$ cat src/rtl/mp_alu_pkg.sv
package mp_alu_pkg;
  localparam int unsigned OP_W   = 5;
  localparam int unsigned RCTL_W = 3;
  localparam int unsigned MODE_W = 2;

  typedef enum logic [1:0] {
    ASRC_AREG  = 2'd0,
    ASRC_LEFT  = 2'd1,
    ASRC_RIGHT = 2'd2,
    ASRC_ZERO  = 2'd3
  } asrc_e;

  typedef enum logic {
    BSRC_BREG = 1'b0,
    BSRC_LEFT = 1'b1
  } bsrc_e;

  typedef enum logic [3:0] {
    LG_AND  = 4'd0,  LG_OR   = 4'd1,  LG_XOR  = 4'd2,  LG_NOTA = 4'd3,
    LG_NOTB = 4'd4,  LG_PASA = 4'd5,  LG_PASB = 4'd6,  LG_NAND = 4'd7,
    LG_NOR  = 4'd8,  LG_XNOR = 4'd9,  LG_ANDN = 4'd10, LG_ZERO = 4'd11
  } logic_op_e;

  typedef struct packed {
    logic [1:0] a_sel;
    logic       b_sel;
    logic [4:0] opcode;
    logic [2:0] reg_ctl;
    logic       carry_in;
    logic       first_word;
  } ctl_t;
endpackage

$ cat src/rtl/mp_alu_opsel.sv
module mp_alu_opsel
  import mp_alu_pkg::*;
#(
  parameter int unsigned W = 16
) (
  input  logic [W-1:0] a_q,
  input  logic [W-1:0] b_q,
  input  logic [W-1:0] left_q,
  input  logic [W-1:0] right_q,
  input  logic [1:0]   a_sel,
  input  logic         b_sel,
  output logic [W-1:0] opa,
  output logic [W-1:0] opb
);
  always_comb begin
    unique case (asrc_e'(a_sel))
      ASRC_AREG:  opa = a_q;
      ASRC_LEFT:  opa = left_q;
      ASRC_RIGHT: opa = right_q;
      default:    opa = '0;
    endcase
  end

  assign opb = (bsrc_e'(b_sel) == BSRC_LEFT) ? left_q : b_q;
endmodule

$ cat src/rtl/mp_alu_core.sv
module mp_alu_core
  import mp_alu_pkg::*;
#(
  parameter int unsigned W = 16
) (
  input  logic [W-1:0]  opa,
  input  logic [W-1:0]  opb,
  input  logic [OP_W-1:0] op,
  input  logic          carry_sel,
  output logic [W-1:0]  res,
  output logic          cout,
  output logic          ovf,
  output logic          flag_op,
  output logic          carry_used
);
  localparam logic [W-1:0] ONES = {W{1'b1}};

  function automatic logic [W:0] add_word(input logic [W-1:0] x,
                                          input logic [W-1:0] y,
                                          input logic c);
    return {1'b0, x} + {1'b0, y} + {{W{1'b0}}, c};
  endfunction

  function automatic logic [W-1:0] logic_fn(input logic [3:0] sel,
                                            input logic [W-1:0] a,
                                            input logic [W-1:0] b);
    case (logic_op_e'(sel))
      LG_AND:  return a & b;
      LG_OR:   return a | b;
      LG_XOR:  return a ^ b;
      LG_NOTA: return ~a;
      LG_NOTB: return ~b;
      LG_PASA: return a;
      LG_PASB: return b;
      LG_NAND: return ~(a & b);
      LG_NOR:  return ~(a | b);
      LG_XNOR: return ~(a ^ b);
      LG_ANDN: return a & ~b;
      default: return '0;
    endcase
  endfunction

  logic [W-1:0] x, y;
  logic [W:0]   sum;
  logic         is_arith;

  assign is_arith = ~op[4];

  always_comb begin
    case (op[3:1])
      3'd0: begin x = opa;  y = opb;  end
      3'd1: begin x = opa;  y = ~opb; end
      3'd2: begin x = ~opa; y = opb;  end
      3'd3: begin x = opa;  y = '0;   end
      3'd4: begin x = ~opa; y = '0;   end
      3'd5: begin x = opb;  y = '0;   end
      3'd6: begin x = ~opb; y = '0;   end
      default: begin x = opa; y = ONES; end
    endcase
  end

  assign carry_used = op[0] ? 1'b1 : carry_sel;
  assign sum        = add_word(x, y, carry_used);

  always_comb begin
    res     = '0;
    cout    = 1'b0;
    ovf     = 1'b0;
    flag_op = 1'b0;
    if (is_arith) begin
      res  = sum[W-1:0];
      cout = sum[W];
      ovf  = (x[W-1] == y[W-1]) && (sum[W-1] != x[W-1]);
    end else if (op[3:2] == 2'b11) begin
      flag_op = 1'b1;
    end else begin
      res = logic_fn(op[3:0], opa, opb);
    end
  end
endmodule

$ cat src/rtl/mp_alu_flags.sv
module mp_alu_flags
  import mp_alu_pkg::*;
#(
  parameter int unsigned W = 16
) (
  input  logic              clk,
  input  logic              rst_n,
  input  logic [W-1:0]      res,
  input  logic              cout,
  input  logic              ovf,
  input  logic              flag_op,
  input  logic [MODE_W-1:0] new_mode,
  input  logic              first_word,
  output logic              carry_q,
  output logic              zero_q,
  output logic              bfp_q,
  output logic [MODE_W-1:0] mode_q
);
  localparam int unsigned MODES = 1 << MODE_W;

  function automatic logic top_mixed(input logic [W-1:0] r, input int unsigned n);
    logic m;
    m = 1'b0;
    for (int unsigned k = 1; k < n; k++) begin
      if (r[W-1-k] != r[W-1]) m = 1'b1;
    end
    return m;
  endfunction

  logic [MODES-1:0] detect;
  logic             res_zero;

  genvar g;
  generate
    for (g = 0; g < MODES; g++) begin : g_mode
      if (g == MODES - 1) begin : g_ovf
        assign detect[g] = ovf;
      end else begin : g_grow
        assign detect[g] = top_mixed(res, g + 2);
      end
    end
  endgenerate

  assign res_zero = (res == '0);

  always_ff @(posedge clk) begin
    if (!rst_n) begin
      carry_q <= 1'b0;
      zero_q  <= 1'b0;
      bfp_q   <= 1'b0;
      mode_q  <= '0;
    end else begin
      carry_q <= cout;
      zero_q  <= res_zero & (first_word | zero_q);
      bfp_q   <= detect[mode_q];
      if (flag_op) mode_q <= new_mode;
    end
  end
endmodule

$ cat src/rtl/mp_alu.sv
module mp_alu
  import mp_alu_pkg::*;
#(
  parameter int unsigned W = 16
) (
  input  logic         clk,
  input  logic         rst_n,
  input  logic [W-1:0] a_in,
  input  logic [W-1:0] b_in,
  input  logic         a_ce_n,
  input  logic         b_ce_n,
  input  logic [1:0]   a_sel,
  input  logic         b_sel,
  input  logic [4:0]   opcode,
  input  logic [2:0]   reg_ctl,
  input  logic         carry_in,
  input  logic         first_word,
  output logic [W-1:0] result,
  output logic         carry_out,
  output logic         zero_flag,
  output logic         bfp_flag
);
  logic [W-1:0] a_q, b_q, left_q, right_q;
  logic         osel_q;
  ctl_t         ctl_q;
  logic [W-1:0] opa, opb, alu_res;
  logic         alu_cout, alu_ovf, flag_op, carry_used, carry_sel;
  logic [MODE_W-1:0] mode_q;
  logic [4:0]   op_q;
  logic [2:0]   rctl_q;
  logic         fw_q;

  // Input capture: operands under enable, controls every edge
  always_ff @(posedge clk) begin
    if (!rst_n) begin
      a_q   <= '0;
      b_q   <= '0;
      ctl_q <= '0;
    end else begin
      if (!a_ce_n) a_q <= a_in;
      if (!b_ce_n) b_q <= b_in;
      ctl_q <= '{a_sel: a_sel, b_sel: b_sel, opcode: opcode, reg_ctl: reg_ctl,
                 carry_in: carry_in, first_word: first_word};
    end
  end

  assign op_q   = ctl_q.opcode;
  assign rctl_q = ctl_q.reg_ctl;
  assign fw_q   = ctl_q.first_word;

  mp_alu_opsel #(.W(W)) u_opsel (
    .a_q(a_q), .b_q(b_q), .left_q(left_q), .right_q(right_q),
    .a_sel(ctl_q.a_sel), .b_sel(ctl_q.b_sel), .opa(opa), .opb(opb)
  );

  assign carry_sel = fw_q ? ctl_q.carry_in : carry_out;

  mp_alu_core #(.W(W)) u_core (
    .opa(opa), .opb(opb), .op(op_q), .carry_sel(carry_sel),
    .res(alu_res), .cout(alu_cout), .ovf(alu_ovf),
    .flag_op(flag_op), .carry_used(carry_used)
  );

  mp_alu_flags #(.W(W)) u_flags (
    .clk(clk), .rst_n(rst_n), .res(alu_res), .cout(alu_cout), .ovf(alu_ovf),
    .flag_op(flag_op), .new_mode(op_q[MODE_W-1:0]), .first_word(fw_q),
    .carry_q(carry_out), .zero_q(zero_flag), .bfp_q(bfp_flag), .mode_q(mode_q)
  );

  // Result register pair
  always_ff @(posedge clk) begin
    if (!rst_n) begin
      left_q  <= '0;
      right_q <= '0;
      osel_q  <= 1'b0;
    end else begin
      if (rctl_q[0]) left_q  <= alu_res;
      if (rctl_q[1]) right_q <= alu_res;
      osel_q <= rctl_q[2];
    end
  end

  assign result = osel_q ? right_q : left_q;
endmodule

$ cat config.mk
export PLATFORM = sky130hd
export DESIGN_NAME = mp_alu
export DESIGN_NICKNAME = d
export VERILOG_FILES = /design/src/rtl/mp_alu_pkg.sv /design/src/rtl/mp_alu_opsel.sv /design/src/rtl/mp_alu_core.sv /design/src/rtl/mp_alu_flags.sv /design/src/rtl/mp_alu.sv
export SDC_FILE = /design/constraint.sdc
export NUM_CORES = 1
export LEC_CHECK = 0
export BUFFER_PORTS_ARGS = -buffer_cell sky130_fd_sc_hd__buf_2
export CORE_ASPECT_RATIO = 0.7
export CORE_MARGIN = 3
export CORE_UTILIZATION = 60
export CTS_BUF_LIST = sky130_fd_sc_hd__clkbuf_16
export DETAILED_ROUTE_END_ITERATION = 12
export PLACE_DENSITY = 0.83
export SYNTH_ARGS = -nofsm -noshare
export SYNTH_HDL_FRONTEND = slang
export SYNTH_HIERARCHICAL = 1
export SYNTH_SLANG_ARGS = --single-unit
$ cat constraint.sdc
create_clock -name clk -period 7.29 [get_ports clk]
set_clock_uncertainty 0.1 [all_clocks]
set_input_delay 0.3645 -clock clk [delete_from_list [all_inputs] [get_ports clk]]
set_output_delay 0.3645 -clock clk [all_outputs]
set_load 0.01 [all_outputs]
### Yosys cells after proc, flatten, opt, wreduce, memory -nomap -nowiden

Cells that the tools add are included.

* bits in registers: 83
* output and inout bits: 19
* input port bits: 49
* word-level logic and storage cells: 81

* reductions and logical operators: 9
* mux-type cells: 18
* order comparisons: 1
* equality and inequality tests: 24
* bitwise gates (word level): 12
* add/subtract/negate cells: 2

Operator list (number)
* $pmux W16 S11: 1
* $pmux W16 S3: 3
* $not A16 Y16: 5
* $mux W16: 4
* $and A16 B16 Y16: 2
* $add A16 B16 Y17: 1
* $add A17 B1 Y17: 1
* $eq A4 B3 Y1 const B: 4
* $logic_not A16 Y1: 1
* $or A16 B16 Y16: 1
* $xor A16 B16 Y16: 1
* $eq A4 B4 Y1 const B: 3
* $eq A3 B3 Y1 const B: 3
* $mux W1: 9
* $eq A4 B2 Y1 const B: 2
* $eq A3 B2 Y1 const B: 2
* $reduce_or A2 Y1: 3
* $eq A2 B2 Y1 const B: 2
* $eq A4 B1 Y1 const B: 1
* $logic_not A4 Y1: 1
* $ne A1 B1 Y1: 4
* $reduce_or A4 Y1: 1
* $eq A3 B1 Y1 const B: 1
* $logic_not A3 Y1: 1
* other kinds (9): 9

### Longest topological paths before layout

* depth after elaboration: 13
* mapped depth: 22
* gate-level depth less buffers: 19

### Hierarchy

The synthesis kept the hierarchy.

By module, submodules not included
* mp_alu_core: area an instance 4187.8 um^2, seq. area each 0.0 um^2, times used 1, cells an instance 634
* mp_alu: area an instance 3120.5 um^2, seq. area each 1561.5 um^2, times used 1, cells an instance 255
* mp_alu_opsel: area an instance 626.9 um^2, seq. area each 0.0 um^2, times used 1, cells an instance 57
* mp_alu_flags: area an instance 256.5 um^2, seq. area each 100.1 um^2, times used 1, cells an instance 28

### Least setup slack after synthesis

Ideal clock, no wire load.

* path type: reg2reg
* from: reg ctl_q, in the netlist op_q[3]
* to: reg u_flags.bfp_q
* period minus slack after synthesis: 4.405 ns
* arrival time: 4.177 ns
* library setup time: 0.129 ns
* setup slack: 2.885 ns
* data required time: 7.061 ns
* buffers on the path: 4
* stages on the path, launching flop included: 18
* path through: dfxtp_1 buf_2 buf_2 buf_2 clkbuf_1 o221ai_1 fa_1 inv_1 fa_1 nor2b_4 o31a_4 o21a_4 a311oi_4 xor2_1 o21ai_1 or3_1 a2111oi_2 nor3_1

* elaborated cells on any way between the ends: 41
* those cells by class: 2 x add/sub; 22 x eq/ne; 11 x mux; 6 x reduce/logical

RTL lines
* start: declaration: RTL line mp_alu.sv:25 `ctl_t ctl_q;`
* start signal: assignment: RTL line mp_alu.sv:42 `ctl_q <= '{a_sel: a_sel, b_sel: b_sel, opcode: opcode, reg_ctl: reg_ctl,`
* $eq A3 B2 Y1 (tied with other cells): RTL line mp_alu_core.sv:50 `case (op[3:1])`
* $reduce_or A4 Y1 (no source line) / $reduce_or A2 Y1 (equally long branches)
* $pmux W16 S3: RTL line mp_alu_core.sv:50
* $add A16 B16 Y17: RTL line mp_alu_core.sv:21 `return {1'b0, x} + {1'b0, y} + {{W{1'b0}}, c};`
* $add A17 B1 Y17: RTL line mp_alu_core.sv:21
* $mux W16 (*): RTL line mp_alu_core.sv:70 `if (is_arith) begin`
* named net alu_res[12]: RTL line mp_alu.sv:26 `logic [W-1:0] opa, opb, alu_res;`
* $ne A1 B1 Y1 (*): RTL line mp_alu_flags.sv:25 `if (r[W-1-k] != r[W-1]) m = 1'b1;`
* $mux W1 (*): RTL line mp_alu_flags.sv:25
* $bmux W1 S2 (*): RTL line mp_alu_flags.sv:55 `bfp_q <= detect[mode_q];`
* $mux W1 (implied by the code) (*): RTL line mp_alu_flags.sv:55
* end signal: assignment: RTL line mp_alu_flags.sv:55
* end: declaration: RTL line mp_alu_flags.sv:16 `output logic bfp_q,`

The timed path passes the listed nets; every way through them passes the cells marked *. The select of a mux whose other input is x is not followed.
A chain may end at the register's enable or synchronous reset.

### Final worst setup path

* from: reg ctl_q[11] (netlist bit)
* to: reg u_flags.zero_q

* word-level cells in the longest chain between the ends: 9
* elaborated cells on any way between the ends: 20
* those cells by class: 2 x add/sub; 2 x eq/ne; 5 x mux; 9 x bitwise; 2 x reduce/logical

Ends and longest elaborated chain
* $eq A2 B2 Y1 (tied with other cells): RTL line mp_alu_opsel.sv:16 `unique case (asrc_e'(a_sel))`
* $pmux W16 S3 (*): RTL line mp_alu_opsel.sv:16
* named net opa[0]: RTL line mp_alu.sv:26
* $not A16 Y16: RTL line mp_alu_core.sv:53, mp_alu_core.sv:55
* $pmux W16 S3 (*): RTL line mp_alu_core.sv:50
* $add A16 B16 Y17 (*): RTL line mp_alu_core.sv:21
* $add A17 B1 Y17 (*): RTL line mp_alu_core.sv:21
* $mux W16 (*): RTL line mp_alu_core.sv:70
* named net alu_res[6]: RTL line mp_alu.sv:26
* $logic_not A16 Y1 (*): RTL line mp_alu_flags.sv:44 `assign res_zero = (res == '0);`
* $and A1 B1 Y1 (*): RTL line mp_alu_flags.sv:54 `zero_q <= res_zero & (first_word | zero_q);`
* end signal: assignment: RTL line mp_alu_flags.sv:54
* end: declaration: RTL line mp_alu_flags.sv:15 `output logic zero_q,`

The timed path passes the listed nets; every way through them passes the cells marked *.

==> impl_metrics.tcl <==
set metrics [dict create \
    die-area_mm2 0.01511 \
    drv_slew 0 \
    clkSinkCount 83 \
    crit_start "ctl_q[11]$_SDFF_PN0_" \
    synthTopCellsByArea "dfxtp_1 20%, mux2i_1 13%, ha_1 9.8%" \
    drt_iter0_markers 1060 \
    synth_top_area_cell "dfxtp_1" \
    peakVddDrop_mv 0.1340 \
    setup_viol 0 \
    cp-start-kind "flip-flop" \
    ys_types 73 \
    grt_pass1_wl_um 38020 \
    crit_required_ns 7.40 \
    drt-total-wl_um 24120 \
    grt_usage_pct 30.49 \
    h-tree-depth 3 \
    rows 35 \
    relSlewSlack_pct 21.09 \
    final_layout_size_suffix_gt1_share_pct 15.06 \
    num_io_pins 68 \
    regArea_mm2 0.001665 \
    area_growth_syn_to_layout_pct 5.025 \
    grt_max_degree 66 \
    syn_inst 974 \
    hp-class "in2reg" \
    final_core_util_pct 64.84 \
    path_class "reg2reg" \
    cts_root_buf "clkbuf_16" \
    dp_hpwl_um 16840 \
    cp-end-kind "flip-flop" \
    multiInputGateArea_mm2 0.005802 \
    outcome "completed" \
    power.density_mw_per_mm2 185.4 \
    syn_nets 1089 \
    synth-edff-count 0 \
    cts_buffers 9 \
    overflow 0 \
    antenna_found_initial 0 \
    port_buffers 67 \
    die_x_um 145.7 \
    timing.final.crit_share_pct 77.80 \
    syn_area_mm2 0.008192 \
    avgViaCountPerCell 6.506 \
    layout.cells.non_filler 1181 \
    yosys_warnings 6 \
    cts_buffer_depth 2 \
    timing.rr.start "ctl_q[11]$_SDFF_PN0_" \
    dp.cells 1165 \
    ctsHoldBuffers 0 \
    hold_violations 0 \
    place_ws_ns 2.123 \
    p_leak_uw 0.003520 \
    diodes 0 \
    grt_setup_unrepaired "false" \
    ant_nets 0 \
    drc 0 \
    cap_violations 0 \
    avgSynthCellArea_um2 8.410 \
    synth_top_area_share_pct 20.28 \
    start_util_pct 61.74 \
    gp_congestion 1.013 \
    nFillCells 1097 \
    ctsResizeCount 0 \
    min-delay-start "reg_ctl[0]" \
    dr.pass1.iters 8 \
    layout_setup_ws_ns 1.618 \
    cp_data_arrival_time_ns 5.78 \
    synth-main-ff-cell "dfxtp_1" \
    setup_tns_ns 0 \
    worstMarginPinSlew_ns 1.182 \
    post_cts_buffers 0 \
    clk_pin_slew_ns 0.07 \
    max_freq_mhz 176.3 \
    min_period_ns 5.672 \
    synth_seq_cells 83 \
    nets 1106 \
    via_count 7684 \
    wire_per_inst_um 20.42 \
    crit_path_max_fanout 17 \
    yosysSeqAreaShare_pct 20.28 \
    core_area_mm2 0.01327 \
    grt_pass1_vias 7129 \
    cts_tree "built" \
    die_h_um 103.8 \
    clock_latency_ns 0.35 \
    whs_ns 0.1155 \
    synthArstFlopShare_pct 0 \
]
-- layer usage --
| metal | global-route usage [%] | wire length, µm | vias up |
|---|---|---|---|
| met5 | 0 | 0 | - |
| met4 | 8.672 | 725 | 0 |
| met3 | 8.570 | 3307 | 89 |
| met2 | 44.19 | 9879 | 528 |
| met1 | 44.07 | 10200 | 3512 |
| li1 | - | - | 3555 |
-- cell usage in the layout, fill, tap and decap left out, types with 4 or more instances in the layout --
cell,n
mux2i_1,105
dfxtp_1,80
nor2b_1,76
nor2_1,76
buf_2,67
a21oi_1,66
ha_1,64
o21ai_0,53
inv_1,44
nand2_1,42
o22ai_1,39
a211oi_1,22
xnor2_1,21
mux2_4,20
a22oi_1,20
and2_1,17
o2bb2ai_1,16
buf_4,14
o221ai_1,12
clkbuf_16,9
nor3_1,9
nand3_1,9
mux2_2,8
nand2b_1,8
mux2_1,6
or2_2,5
a31oi_1,5
a32oi_1,5
o21a_1,4
a21o_1,4
xor2_1,4
nor4_1,4
-- per-stage QoR --
stage | instance area, µm² | total power (µW)
4_1_cts | 8603 | 1570
2_1_floorplan | 8192 | 987.3
3_3_place_gp | 8312 | 1114
5_1_grt | 8603 | 1667
3_5_place_dp | 8312 | 1127
6_report | 8603 | 1595
-- layout make-up --
cell class	count	area share, %
Clock buffer	9	2.618
Clock inverter	7	0.7708
Inverter	46	2.007
Multi-Input combinational cell	770	67.44
Sequential cell	83	19.36
Tap cell	185	2.691
Timing Repair Buffer	81	5.119
-- power breakdown --
part           switching (µW)  internal [µW]
Sequential               45.4            488
Combinational             369            248
Clock                     205            240
Total                     619            976
-- sequential cells by signal, indices dropped and copies added (netlist names), 2 cells and up --
| signal | flops |
|---|---|
| op_q | 5 |
| a_q | 16 |
| b_q | 16 |
| right_q | 16 |
| left_q | 16 |
| rctl_q | 3 |
| ctl_q | 4 |
| u_flags/mode_q | 2 |
-- cell families after synthesis --
group           share of synthesized area, %
mux                                    18.42
buf+inv                                8.890
compound gates                         23.20
simple gates                           16.27
flops                                  20.28
fa+ha+maj                              10.26
xor+xnor                               2.673
-- worst max-delay path: stages (launching register included) --
cell       delay, ns
dfxtp_1         0.75
nor2b_4         0.54
o2bb2ai_1       0.32
nor2_1          0.13
a21oi_1         0.17
o221ai_1        0.17
fa_1            0.49
inv_1           0.10
fa_1            0.26
nor2b_4         0.06
o31a_4          0.30
o21ai_0         0.24
nand2b_1        0.11
xnor2_1         0.16
o22ai_1         0.19
nor4_1          0.75
o2111ai_1       0.26
nor4_1          0.42
-- Yosys cell counts (all sizes together), types with 9 or more instances --
cell type and count:
a21oi 66, nor2b 78, nand2 42, mux2i 105
ha 64, and2 17, a22oi 20, o221ai 14
buf 55, nor2 78, nor3 9, o21ai 55
mux2 34, inv 46, dfxtp 83, clkbuf 20
xnor2 21, nand3 9, o2bb2ai 16, o22ai 39
a211oi 23
-- path summary, 6_finish.rpt --
path,end,slack (ns),cells after the start
max,u_flags/zero_q$_SDFF_PN0_,1.62,17
min reg2reg,osel_q$_SDFF_PN0_,0.33,1
min,rctl_q[0]$_SDFF_PN0_,0.12,2
max reg2reg,u_flags/zero_q$_SDFF_PN0_,1.62,17
(Power assumes the default switching activity.)
